File: src/rtl/pio_timer_pkg.sv
package pio_timer_pkg;

    localparam int CNT_W = 4;

    typedef enum logic [2:0] {
        ST_IDLE,
        ST_SETUP,
        ST_STROBE,
        ST_RECOVER,
        ST_DONE
    } pio_state_e;

    // Field positions follow the timing word layout (bit 14 down to bit 0).
    typedef struct packed {
        logic       par_en;   // [14]
        logic       swap;     // [13]
        logic       half;     // [12]
        logic [2:0] p1;       // [11:9]
        logic [3:0] p2_rd;    // [8:5]
        logic [2:0] p2_wr;    // [4:2]
        logic [1:0] p3;       // [1:0]
    } pio_cfg_t;

    // Terminal count of a phase: zero behaves as one cycle.
    function automatic logic [CNT_W-1:0] phase_last(input logic [CNT_W-1:0] n);
        return (n == '0) ? '0 : n - 1'b1;
    endfunction

endpackage

File: src/rtl/pio_phase_fsm.sv
module pio_phase_fsm
    import pio_timer_pkg::*;
(
    input  logic             clk,
    input  logic             rst_n,
    input  logic             start_i,
    input  logic [CNT_W-1:0] p1_len_i,
    input  logic [CNT_W-1:0] p2_len_i,
    input  logic [CNT_W-1:0] p3_len_i,
    output pio_state_e       state_o,
    output logic             cs_o,
    output logic             strobe_o,
    output logic             done_o,
    output logic             last_strobe_o
);

    pio_state_e       state_q, state_d;
    logic [CNT_W-1:0] cnt_q, cnt_d;
    logic [CNT_W-1:0] len_cur;
    logic             phase_end;

    always_comb begin
        unique case (state_q)
            ST_SETUP:   len_cur = p1_len_i;
            ST_STROBE:  len_cur = p2_len_i;
            ST_RECOVER: len_cur = p3_len_i;
            default:    len_cur = '0;
        endcase
    end

    assign phase_end = (cnt_q == phase_last(len_cur));

    // State register
    always_ff @(posedge clk or negedge rst_n) begin
        if (!rst_n) begin
            state_q <= ST_IDLE;
            cnt_q   <= '0;
        end else begin
            state_q <= state_d;
            cnt_q   <= cnt_d;
        end
    end

    // Next state
    always_comb begin
        state_d = state_q;
        cnt_d   = cnt_q + 1'b1;
        unique case (state_q)
            ST_IDLE: begin
                cnt_d = '0;
                if (start_i) state_d = ST_SETUP;
            end
            ST_SETUP: begin
                if (phase_end) begin
                    state_d = ST_STROBE;
                    cnt_d   = '0;
                end
            end
            ST_STROBE: begin
                if (phase_end) begin
                    state_d = ST_RECOVER;
                    cnt_d   = '0;
                end
            end
            ST_RECOVER: begin
                if (phase_end) begin
                    state_d = ST_DONE;
                    cnt_d   = '0;
                end
            end
            ST_DONE: begin
                state_d = ST_IDLE;
                cnt_d   = '0;
            end
            default: begin
                state_d = ST_IDLE;
                cnt_d   = '0;
            end
        endcase
    end

    // Outputs
    always_comb begin
        cs_o          = 1'b0;
        strobe_o      = 1'b0;
        done_o        = 1'b0;
        last_strobe_o = 1'b0;
        unique case (state_q)
            ST_SETUP:   cs_o = 1'b1;
            ST_STROBE: begin
                cs_o          = 1'b1;
                strobe_o      = 1'b1;
                last_strobe_o = phase_end;
            end
            ST_RECOVER: cs_o = 1'b1;
            ST_DONE:    done_o = 1'b1;
            default:    ;
        endcase
    end

    assign state_o = state_q;

endmodule

File: src/rtl/pio_lane_mux.sv
module pio_lane_mux #(
    parameter int LANE_W = 8
) (
    input  logic                half_i,
    input  logic                swap_i,
    input  logic [2*LANE_W-1:0] wdata_i,
    input  logic [2*LANE_W-1:0] din_i,
    output logic [2*LANE_W-1:0] dout_o,
    output logic [2*LANE_W-1:0] rdata_o,
    output logic [1:0]          lane_en_o
);

    localparam int DW = 2 * LANE_W;

    logic [LANE_W-1:0] w_lo, w_hi, d_lo, d_hi;

    assign w_lo = wdata_i[LANE_W-1:0];
    assign w_hi = wdata_i[DW-1:LANE_W];
    assign d_lo = din_i[LANE_W-1:0];
    assign d_hi = din_i[DW-1:LANE_W];

    always_comb begin
        if (half_i) begin
            lane_en_o = 2'b11;
            dout_o    = swap_i ? {w_lo, w_hi} : {w_hi, w_lo};
            rdata_o   = swap_i ? {d_lo, d_hi} : {d_hi, d_lo};
        end else if (swap_i) begin
            lane_en_o = 2'b10;
            dout_o    = {w_lo, {LANE_W{1'b0}}};
            rdata_o   = {{LANE_W{1'b0}}, d_hi};
        end else begin
            lane_en_o = 2'b01;
            dout_o    = {{LANE_W{1'b0}}, w_lo};
            rdata_o   = {{LANE_W{1'b0}}, d_lo};
        end
    end

endmodule

File: src/rtl/pio_lane_parity.sv
module pio_lane_parity #(
    parameter int LANES  = 2,
    parameter int LANE_W = 8
) (
    input  logic [LANES*LANE_W-1:0] dout_i,
    input  logic [LANES*LANE_W-1:0] din_i,
    input  logic [LANES-1:0]        par_in_i,
    input  logic [LANES-1:0]        lane_en_i,
    output logic [LANES-1:0]        par_out_o,
    output logic                    mismatch_o
);

    logic [LANES-1:0] bad;

    for (genvar g = 0; g < LANES; g++) begin : g_lane
        assign par_out_o[g] = ~^dout_i[g*LANE_W +: LANE_W];
        assign bad[g]       = lane_en_i[g] &&
                              (par_in_i[g] != ~^din_i[g*LANE_W +: LANE_W]);
    end

    assign mismatch_o = |bad;

endmodule

File: src/rtl/pio_cycle_timer.sv
module pio_cycle_timer
    import pio_timer_pkg::*;
#(
    parameter int ADDR_W = 8,
    parameter int LANE_W = 8
) (
    input  logic                clk,
    input  logic                rst_n,
    input  logic [14:0]         cfg_i,
    input  logic                req_valid_i,
    input  logic                req_write_i,
    input  logic [ADDR_W-1:0]   req_addr_i,
    input  logic [2*LANE_W-1:0] req_wdata_i,
    output logic                req_ready_o,
    output logic [2*LANE_W-1:0] req_rdata_o,
    output logic                par_err_o,
    output logic                irq_o,
    output logic                bus_cs_o,
    output logic                bus_rd_o,
    output logic                bus_wr_o,
    output logic                bus_oe_o,
    output logic [ADDR_W-1:0]   bus_addr_o,
    output logic [2*LANE_W-1:0] bus_dout_o,
    output logic [1:0]          bus_par_o,
    input  logic [2*LANE_W-1:0] bus_din_i,
    input  logic [1:0]          bus_par_i
);

    localparam int LANES  = 2;
    localparam int DATA_W = LANES * LANE_W;

    pio_cfg_t          cfg_q;
    logic              write_q;
    logic [ADDR_W-1:0] addr_q;
    logic [DATA_W-1:0] wdata_q;
    logic [DATA_W-1:0] rdata_q;
    logic              perr_q;

    pio_state_e        state;
    logic              cs, strobe, done, last_strobe, start;
    logic [CNT_W-1:0]  p1_len, p2_len, p3_len;
    logic [DATA_W-1:0] mux_dout, mux_rdata;
    logic [LANES-1:0]  lane_en;
    logic              mismatch;

    assign start = req_valid_i && (state == ST_IDLE);

    // Request snapshot
    always_ff @(posedge clk or negedge rst_n) begin
        if (!rst_n) begin
            cfg_q   <= '0;
            write_q <= 1'b0;
            addr_q  <= '0;
            wdata_q <= '0;
        end else if (start) begin
            cfg_q   <= pio_cfg_t'(cfg_i);
            write_q <= req_write_i;
            addr_q  <= req_addr_i;
            wdata_q <= req_wdata_i;
        end
    end

    assign p1_len = CNT_W'(cfg_q.p1);
    assign p2_len = write_q ? CNT_W'(cfg_q.p2_wr) : CNT_W'(cfg_q.p2_rd);
    assign p3_len = CNT_W'(cfg_q.p3);

    pio_phase_fsm u_fsm (
        .clk           (clk),
        .rst_n         (rst_n),
        .start_i       (start),
        .p1_len_i      (p1_len),
        .p2_len_i      (p2_len),
        .p3_len_i      (p3_len),
        .state_o       (state),
        .cs_o          (cs),
        .strobe_o      (strobe),
        .done_o        (done),
        .last_strobe_o (last_strobe)
    );

    pio_lane_mux #(.LANE_W(LANE_W)) u_mux (
        .half_i    (cfg_q.half),
        .swap_i    (cfg_q.swap),
        .wdata_i   (wdata_q),
        .din_i     (bus_din_i),
        .dout_o    (mux_dout),
        .rdata_o   (mux_rdata),
        .lane_en_o (lane_en)
    );

    pio_lane_parity #(.LANES(LANES), .LANE_W(LANE_W)) u_par (
        .dout_i     (mux_dout),
        .din_i      (bus_din_i),
        .par_in_i   (bus_par_i),
        .lane_en_i  (lane_en),
        .par_out_o  (bus_par_o),
        .mismatch_o (mismatch)
    );

    // Read capture on the final strobe cycle
    always_ff @(posedge clk or negedge rst_n) begin
        if (!rst_n) begin
            rdata_q <= '0;
            perr_q  <= 1'b0;
        end else if (last_strobe && !write_q) begin
            rdata_q <= mux_rdata;
            if (cfg_q.par_en && mismatch) perr_q <= 1'b1;
        end
    end

    assign req_ready_o = done;
    assign req_rdata_o = rdata_q;
    assign par_err_o   = perr_q;
    assign irq_o       = perr_q;
    assign bus_cs_o    = cs;
    assign bus_rd_o    = strobe && !write_q;
    assign bus_wr_o    = strobe && write_q;
    assign bus_oe_o    = cs && write_q;
    assign bus_addr_o  = addr_q;
    assign bus_dout_o  = mux_dout;

endmodule

File: config.mk
export PLATFORM = sky130hd
export DESIGN_NAME = pio_cycle_timer
export DESIGN_NICKNAME = d
export VERILOG_FILES = /design/src/rtl/pio_timer_pkg.sv /design/src/rtl/pio_phase_fsm.sv /design/src/rtl/pio_lane_mux.sv /design/src/rtl/pio_lane_parity.sv /design/src/rtl/pio_cycle_timer.sv
export SDC_FILE = /design/constraint.sdc
export NUM_CORES = 1
export LEC_CHECK = 0
export ABC_CLOCK_PERIOD_IN_PS = 3260
export BUFFER_PORTS_ARGS = -buffer_cell sky130_fd_sc_hd__clkbuf_2
export CAP_MARGIN = 20
export CORE_UTILIZATION = 45
export DETAILED_ROUTE_END_ITERATION = 10
export GPL_TIMING_DRIVEN = 1
export PLACE_DENSITY = 0.76
export RECOVER_POWER = 100
export REMOVE_ABC_BUFFERS = 1
export SLEW_MARGIN = 5
export SYNTH_ARGS = -nofsm -noshare
export SYNTH_HDL_FRONTEND = slang
export SYNTH_SLANG_ARGS = --single-unit
File: constraint.sdc
create_clock -name clk -period 3.26 [get_ports clk]
set_input_delay 0.652 -clock clk [delete_from_list [all_inputs] [get_ports clk]]
set_output_delay 0.652 -clock clk [all_outputs]
set_load 0.05 [all_outputs]
==> results.json <==
{
  "dieArea_sq_mm": 0.00830,
  "outcome": "complete, but fails checks",
  "io_pins": 110,
  "synth.distinct_cells": 48,
  "cts_setup_buffers": 0,
  "path_class": "reg -> out",
  "tightestPinTransition_ps": 1600,
  "crit_required_ps": 2610,
  "grt_pass1_vias": 2590,
  "cp_max_fo": 16,
  "max_freq_mhz": 325,
  "min_period_over_period_pct": 94.4,
  "drt_iter0_drc": 111,
  "relSlewSlack_pct": -6.35,
  "path_cells": "nand3_1 -> o21ai_0 -> xor3_1 -> xnor3_1 -> clkbuf_2",
  "grt_pass1_wl_mm": 12.3,
  "synth-seq-cells": 64,
  "syn_avg_cell_area_sq_um": 11.6,
  "yosysSeqAreaShare_pct": 44.8,
  "area_delta_synth_final_pct": 20.7,
  "cts_hold_buffers": 0,
  "setup_tns_ps": 0,
  "dp.final_hpwl_mm": 5.52,
  "diodes": 0,
  "place_inst": 506,
  "drv_slew": 31,
  "numClockSinks": 64,
  "cts_buffers": 9,
  "core_area_sq_mm": 0.00769,
  "die_h_microns": 91.1,
  "drv_cap": 1,
  "numPortBuffers": 109,
  "core.rowCount": 32,
  "ant_nets": 0,
  "syn_area_sq_mm": 0.00357,
  "syn_inst": 307,
  "worst_setup_path_start_kind": "flip-flop",
  "final_area_sq_mm": 0.00431,
  "tritoncts": "yes",
  "wirelength_mm": 7.38,
  "drive_gt1_share_pct": 35.7,
  "antenna_found_initial": 0,
  "wl_per_cell_microns": 14.1,
  "ctsHtreeMaxLevel": 3,
  "worstPathArrival_ps": 2420,
  "cpLargestDelayFamily": "XOR/XNOR gates",
  "violations": "capacitance limit, slew limit",
  "viasPerCell": 5.08,
  "clock_skew_ps": 10.7,
  "rsz0062_at_grt": "no",
  "slowest_stage": "dfrtp_1",
  "vias": 2653,
  "fin_cells": 522,
  "grt_max_degree": 49,
  "path_buf_inv": 1,
  "drt_first_pass_iters": 4,
  "drc": 0,
  "grtUsageTotal_pct": 18.8,
  "clk-insertion-delay-late_ps": 330,
  "cp-end-kind": "output port",
  "post_cts_resized": 0,
  "synth_warnings": 0,
  "max_stage_delay_ps": 660,
  "hold_viol": 0,
  "nFillCells": 721,
  "grt-ovfl-total": 0,
  "nets": 477,
  "initial_core_util_pct": 46.5,
  "gp_congestion": 0.778,
  "postPlaceCellArea_sq_mm": 0.00421,
  "hp-class": "reg -> reg",
  "cts_buffer_depth": 2,
  "die_width_microns": 91.1,
  "period_needed_ps": 3080,
  "final_core_util_pct": 56.1,
  "root_buffer": "clkbuf_8",
  "setup_viol": 0,
  "cts.clk_slew.worst_paths_ps": 70
}
==> synth_stat cells (all sizes together) <==
library cell,number,area share (%)
ha,1,0.35
o32ai,1,0.46
buf,8,1.9
a21boi,1,0.21
nor3b,3,1.1
nand3b,1,0.21
and2,2,0.35
a22o,1,0.25
o2111ai,1,0.74
xor3,1,0.67
a41o,1,0.28
and4bb,1,0.35
clkbuf,10,1.1
nor4b,2,0.67
xnor3,1,0.63
a21oi,2,0.39
nor4,1,0.18
nor2,8,0.84
xnor2,22,5.4
o21ba,1,0.28
o221ai,1,0.42
nand3,10,1.4
mux2i,8,2.2
inv,11,1.2
xor2,8,2.0
and3,3,0.60
dfrtp,64,45
nand2,29,3.0
o22a,2,0.53
o21ai,26,3.6
and2b,1,0.25
mux2,63,21
a22oi,2,0.56
a31oi,1,0.18
a32oi,1,0.46
nor2b,8,1.4
==> final cells by class <==
type / count / area [sq um] / area share [%]
clock buffers: 11 / 151 / 3.51
clock inverters: 5 / 78.8 / 1.83
inverters: 11 / 41.3 / 0.957
multi-input cells: 214 / 1770 / 41.1
flip-flops and latches: 64 / 1600 / 37.1
well taps: 102 / 128 / 2.96
repair buffers: 115 / 538 / 12.5
==> metal layers <==
| metal | vias up | track usage, % | wire (microns) |
|---|---|---|---|
| li1 | 1285 | - | - |
| met5 | - | 0 | 0 |
| met4 | 0 | 7.41 | 102 |
| met3 | 9 | 3.77 | 302 |
| met1 | 1280 | 24.0 | 3490 |
| met2 | 79 | 31.5 | 3490 |
==> state kept, by name, summed over array words and instances, names as in the netlist <==
name and flops:
u_fsm.cnt_q 4, write_q 1, u_fsm.state_o 3, req_rdata_o 16, irq_o 1, bus_addr_o 8, wdata_q 16, cfg_q 15
==> cell families (layout without fill, tap and decap cells) <==
logic type      after synthesis  in the layout  synth area share [%]
xor+xnor                     32             32                  8.65
mux                          71             71                  23.4
simple gates                 69             69                  10.4
flops                        64             64                  44.8
compound gates               41             41                  8.37
fa+ha+maj                     1              1                 0.350
buf+inv                      29            142                  4.10
==> metrics by stage <==
step	worst slack [ps]	hold WS (ps)
floorplan	-2410	356
global placement	383	487
detailed placement	307	495
CTS	159	360
global route	25.9	506
finish	184	494
==> cells in the final DEF, fill, tap and decap left out, types with 3 or more instances in the layout <==
master	instances
xor2_1	8
mux2_2	51
mux2i_1	8
nor2b_1	8
inv_1	11
xnor2_1	22
mux2_1	9
nor2_1	8
dfrtp_1	64
clkbuf_8	11
nand2_1	29
buf_4	3
o21ai_0	26
clkbuf_2	63
clkbuf_1	48
mux2_4	3
nand3_1	10
==> worst paths after layout <==
| check | startpoint | endpoint | slack [ps] | cells after the start |
|---|---|---|---|---|
| worst max-delay path | cfg_q[12]$_DFFE_PN0P_ | bus_par_o[0] | 180 | 5 |
| worst min-delay path | req_rdata_o[14]$_DFFE_PN0P_ | req_rdata_o[14]$_DFFE_PN0P_ | 490 | 1 |
| worst max register to register | write_q$_DFFE_PN0P_ | req_rdata_o[6]$_DFFE_PN0P_ | 240 | 8 |
| worst min register to register | req_rdata_o[14]$_DFFE_PN0P_ | req_rdata_o[14]$_DFFE_PN0P_ | 490 | 1 |
| max in group asynchronous | rst_n | req_rdata_o[4]$_DFFE_PN0P_ | 1130 | 2 |
| min in group asynchronous | rst_n | u_fsm.state_o[0]$_DFFE_PN0P_ | 710 | 1 |
Power is not shown: default switching activity piles up to over one toggle a cycle in this logic, so the estimate is an artifact.
